<file path="src/rtl/tdm_frame_seq.sv">
module tdm_frame_seq #(
  parameter int SLOT_W = 16,
  parameter int SLOTS  = 12,
  parameter int NRATE  = 5,
  parameter int SEL_W  = 3
) (
  input  logic                       clk,
  input  logic                       rst_n,
  input  logic [SEL_W-1:0]           rate_sel,
  input  logic [NRATE-1:0]           rate_tick,
  input  logic [SLOT_W*SLOTS-1:0]    tx_words,
  input  logic                       sdi,
  output logic                       sdo,
  output logic                       fsync,
  output logic [SLOT_W*SLOTS-1:0]    rx_words,
  output logic                       frame_done
);

  localparam int FRAME_LEN = SLOT_W * SLOTS;
  localparam int CNT_W     = $clog2(FRAME_LEN);
  localparam int BIT_W     = $clog2(SLOT_W);
  localparam int SLOT_IW   = CNT_W - BIT_W;

  logic              active;
  logic [CNT_W-1:0]  cnt;
  logic [SLOT_W-1:0] tx_sh;
  logic [SLOT_W-2:0] rx_sh;
  logic              done_q;
  logic              sel_max, tick_sel, last, start;
  logic [SLOT_IW-1:0] slot_idx;
  logic [BIT_W-1:0]   bit_idx;
  logic [SLOT_W-1:0]  nxt_word;

  assign slot_idx = cnt[CNT_W-1:BIT_W];
  assign bit_idx  = cnt[BIT_W-1:0];
  assign last     = active && (cnt == CNT_W'(FRAME_LEN-1));

  always_comb begin
    sel_max  = 1'b1;
    tick_sel = 1'b0;
    for (int i = 0; i < NRATE; i++) begin
      if (rate_sel == SEL_W'(i+1)) begin
        sel_max  = 1'b0;
        tick_sel = rate_tick[i];
      end
    end
  end

  assign start = (!active && (sel_max || tick_sel)) || (last && sel_max);
  assign nxt_word = (int'(slot_idx) + 1 < SLOTS) ?
                    tx_words[SLOT_W*(int'(slot_idx)+1) +: SLOT_W] : '0;

  always_ff @(posedge clk or negedge rst_n) begin
    if (!rst_n) begin
      active <= 1'b0;
      cnt    <= '0;
      tx_sh  <= '0;
      done_q <= 1'b0;
    end else begin
      done_q <= last;
      if (start) begin
        active <= 1'b1;
        cnt    <= '0;
        tx_sh  <= tx_words[SLOT_W-1:0];
      end else if (last || !active) begin
        active <= 1'b0;
        cnt    <= '0;
        tx_sh  <= '0;
      end else begin
        cnt <= cnt + 1'b1;
        if (bit_idx == BIT_W'(SLOT_W-1)) tx_sh <= nxt_word;
        else                              tx_sh <= {tx_sh[SLOT_W-2:0], 1'b0};
      end
    end
  end

  always_ff @(negedge clk or negedge rst_n) begin
    if (!rst_n) begin
      rx_sh    <= '0;
      rx_words <= '0;
    end else if (active) begin
      rx_sh <= {rx_sh[SLOT_W-3:0], sdi};
      if (bit_idx == BIT_W'(SLOT_W-1))
        rx_words[SLOT_W*int'(slot_idx) +: SLOT_W] <= {rx_sh, sdi};
    end
  end

  assign sdo        = tx_sh[SLOT_W-1];
  assign fsync      = active && (cnt == '0);
  assign frame_done = done_q;

  a_r3_sync_single: assert property (@(posedge clk) disable iff (!rst_n)
    fsync |=> !fsync);

  a_r5_done_single: assert property (@(posedge clk) disable iff (!rst_n)
    frame_done |=> !frame_done);

  a_r2_max_chain: assert property (@(posedge clk) disable iff (!rst_n)
    (frame_done && $past(sel_max)) |-> fsync);

  a_r7_hold_idle: assert property (@(posedge clk) disable iff (!rst_n)
    (!active && !sel_max && !tick_sel) |=> !active);

  a_r9_quiet_idle: assert property (@(posedge clk) disable iff (!rst_n)
    !active |-> !sdo);

  a_r8_no_restart: assert property (@(posedge clk) disable iff (!rst_n)
    (active && !last) |=> (active && !fsync));

endmodule

</file>
<file path="config.mk">
export PLATFORM = sky130hd
export DESIGN_NAME = tdm_frame_seq
export DESIGN_NICKNAME = d
export VERILOG_FILES = /design/src/rtl/tdm_frame_seq.sv
export SDC_FILE = /design/constraint.sdc
export NUM_CORES = 1
export LEC_CHECK = 0
export BUFFER_PORTS_ARGS = -buffer_cell sky130_fd_sc_hd__buf_2
export CORE_MARGIN = 4
export CORE_UTILIZATION = 45
export CTS_BUF_LIST = sky130_fd_sc_hd__clkbuf_8 sky130_fd_sc_hd__clkbuf_16
export CTS_CLUSTER_DIAMETER = 150
export DETAILED_ROUTE_END_ITERATION = 10
export PLACE_DENSITY_LB_ADDON = 0.2
export SYNTH_ARGS = -nofsm -noshare
export SYNTH_HDL_FRONTEND = slang
export SYNTH_SLANG_ARGS = --single-unit
</file>
<file path="constraint.sdc">
create_clock -name clk -period 3.8 [get_ports clk]
set_input_delay 0.38 -clock clk [delete_from_list [all_inputs] [get_ports clk]]
set_output_delay 0.38 -clock clk [all_outputs]
set_load 0.05 [all_outputs]
</file>
==> reports/summary.log <==
[synthesis] leading register cell type out of synthesis sky130_fd_sc_hd__dfrtn_1
[critical_path] kind of critical path flop to flop
[global_route] global-route wire length before repair 53.7 mm
[critical_path] Required @ worst endpoint 2.25 ns
[cts] number of CTS-inserted buffers 25
[power] maximum resistive drop on vdd 0.000312 V
[timing] max-slew violation count 0
[placement] post-DP HPWL 26.1 mm
[global_route] total routing resource utilization after global routing 26.1%
[cts] number of H-tree levels 1
[run_status] violated checks negative setup slack
[die] # rows 56
[synthesis] Post-Synth Simple-Gate Area 12.9%
[synthesis] number of synthesized flops with an enable pin 0
[timing] transition time at the pin with the least slew margin 0.978 ns
[route] via count 9932
[synthesis] synthesis warning total 0
[route] DRT Wirelength 38.5 mm
[synthesis] cell count after synthesis 1067
[critical_path] critical-path maximum fanout 5
[route] first-pass detailed-route iteration total 5
[die] die outline height 162 um
[power] post-layout total power 5310 uW
[critical_path] critical path startpoint category flop
[timing] worst-case setup margin in the final layout -0.267 ns
[layout] commonest non-fill, non-tap cell in the layout sky130_fd_sc_hd__buf_2
[global_route] aggregate global routing overflow 0
[run_status] status finished with violations
[timing] setup repair after global routing missed its margin true
[critical_path] worst path bufs/invs 2
[critical_path] CP Capture Type flop
[synthesis] Synthesized Nets 1277
[synthesis] post-synthesis area per instance 9.99 um2
[worst_hold_path] type of the tightest min-delay check input port to flop
[synthesis] compound-gate portion of the synthesized area 16.1%
[die] initial core utilization 45.6%
[timing] Worst Hold Margin 0.0872 ns
[cts] register clock-pin slew on the reported worst setup and hold paths 0.06 ns
[synthesis] Syn Std Cell Area 10700 um2
[cts] clk_lat worst skew 0.52 ns
[global_route] pin count of the biggest net entering global routing 67
[route] count of unresolved DRC violations after routing 0
[layout] number of nets in the layout 1699
[synthesis] share of async-settable or async-resettable flops after synthesis 100%
[global_route] most used routing layer met2
[critical_path] Data arrival, critical path 2.52 ns
[synthesis] adder-cell share of the synthesized area 0.821%
[synthesis] multiplexer share of the synthesized area 11.1%
[flow_run] reported max-cap violation count 0
[synthesis] largest family of logic cells by synthesized area compound AO/OA/AOI/OAI gates
[route] detailed-route wire length per cell 21.1 um
[timing] Final Skew 0.0155 ns
[placement] placer congestion estimate 0.884
[global_route] met1 routing resource usage after global routing 32.6%
[power] pwr dens 343 nW/um2
[timing] total of endpoints with negative setup slack in the final report 192
[layout] end-of-flow core utilization 66.0%
[layout] number of filler cells placed in the layout 1923
[timing] Hold Violations, Final 0
[global_route] routing usage on met3 4.16%
[die] chip width 162 um
[die] Boundary Pins 398
[global_route] initial antenna violation count 3
[cts] clock tree from TritonCTS yes
[timing] Slew Limit Headroom 34.5%
[synthesis] flop and latch count out of synthesis 233
[critical_path] cell with the biggest individual delay on the critical path sky130_fd_sc_hd__dfrtp_4
[die] overall die area 26200 um2
[route] number of DRC markers in iteration 0 512
[route] vias per inst 5.43
[layout] share of final-layout standard cells stronger than drive strength 1 47.7%
[power] leakage component of the power 0.00795 uW
[placement] PortBufs 397
[cts] clock sink total 233
[global_route] via count of the first global-routing pass 9248
[synthesis] synthesized-area fraction occupied by xor and xnor cells 0.575%
[layout] relative area change from synthesis to final layout 44.9%
[synthesis] Unique masters post-synth 53
[critical_path] delay of the slowest critical-path stage 0.50 ns
[critical_path] series of cell instances along the critical path clkinvlp_4 > ha_4 > or3_4 > nor4_4 > buf_4 > mux2_2
[cts] Bufs on Longest Clock Path 3
[synthesis] register area share after synthesis 54.7%
[critical_path] top cell family by delay on the critical path simple AND/OR/NAND/NOR gates
[layout] highest-count cells in the layout ignoring fill and taps sky130_fd_sc_hd__buf_2 (396), sky130_fd_sc_hd__dfrtn_1 (207), sky130_fd_sc_hd__nand2_1 (193)
[route] post-route ant nets 0
[global_route] routing usage on met2 47.4%
[die] standard cell core area 23400 um2
[cts] root cell of the clock tree sky130_fd_sc_hd__clkbuf_16
## cell families after synthesis
| kind of cell | after synthesis |
|---|---|
| compound gates | 286 |
| xor+xnor | 7 |
| fa+ha+maj | 7 |
| buf+inv | 92 |
| flops | 233 |
| mux | 110 |
| simple gates | 332 |
## synthesized netlist by cell type (all sizes together) (2+ instances only)
| cell | number | share of area (%) |
|---|---|---|
| nor2b | 2 | 0.12 |
| mux2 | 47 | 5.0 |
| ha | 7 | 0.82 |
| nor3b | 2 | 0.19 |
| mux2i | 61 | 5.7 |
| a22oi | 45 | 3.2 |
| nand3 | 4 | 0.19 |
| dfrtp | 26 | 6.1 |
| nand4 | 4 | 0.29 |
| a211oi | 17 | 1.2 |
| nand2b | 3 | 0.18 |
| nand2 | 282 | 9.9 |
| mux4 | 2 | 0.42 |
| nor3 | 8 | 0.47 |
| inv | 9 | 0.32 |
| xnor2 | 5 | 0.41 |
| o31ai | 7 | 0.49 |
| nor2 | 15 | 0.55 |
| a21oi | 22 | 1.1 |
| and2 | 3 | 0.18 |
| and3 | 3 | 0.18 |
| o21ai | 172 | 8.1 |
| clkbuf | 50 | 1.8 |
| xor2 | 2 | 0.16 |
| dfrtn | 207 | 49 |
| buf | 33 | 1.8 |
| a221o | 16 | 1.5 |
## path summary, 6_finish.rpt
kind | to | start | slack [ns] | depth (start not counted)
worst max-delay path | rx_words[69] | cnt[4] | -0.27 | 6
worst min-delay path | tx_sh[0] | tx_words[0] | 0.09 | 2
worst max register to register | rx_words[69] | cnt[4] | -0.27 | 6
worst min register to register | rx_words[12] | rx_words[12] | 0.42 | 2
max in group asynchronous | rx_words[88] | rst_n | 0.83 | 3
min in group asynchronous | cnt[7] | rst_n | 0.46 | 2
## layout make-up
class,instances,area [um2],area share [%]
Antenna cell,3,7.51,0.0486
Clock buffer,31,719,4.66
Clock inverter,14,71.3,0.461
Inverter,9,37.5,0.243
Multi-Input combinational cell,742,5230,33.8
Sequential cell,233,5830,37.8
Tap cell,319,399,2.58
Timing Repair Buffer,478,3160,20.5
## report_power, final
| part | internal, uW | total [uW] | switching, uW |
|---|---|---|---|
| registers | 2540 | 2590 | 56.2 |
| logic | 157 | 407 | 251 |
| clock network | 1340 | 2310 | 970 |
| total | 4030 | 5310 | 1280 |
## per-layer routing
layer / wire length, um / vias up
met4: 1040 / 0
met1: 14500 / 4861
met2: 20500 / 420
met5: 0 / -
li1: - / 4588
met3: 2520 / 63
## state kept, by name (all words and copies together) (netlist names)
name,count
rx_words,192
tx_sh,16
rx_sh,15
cnt,8
active,1
frame_done,1
## per-stage QoR
stage	worst slack [ns]	setup TNS [ns]	std cells	cell area [um2]
2_1_floorplan	-0.755	-64.06	1067	10800
3_3_place_gp	-0.267	-12.51	1751	13300
3_5_place_dp	-0.318	-15.44	1751	13300
4_1_cts	-0.260	-16.94	1803	14300
5_1_grt	-0.321	-29.80	1828	15500
6_report	-0.267	-15.80	1829	15500
## what timing repair did
action | 4_1_cts | 5_1_grt
hold endpoints to repair | 4 | 0
buffers inserted | 3 | 11
resized for setup | 30 | 266
pin swaps | 18 | 59
cloned | 4 | 13
setup endpoints to repair | 167 | 192
hold buffers | 1 | 0
No activity file was read; power rests on OpenSTA's default activity.
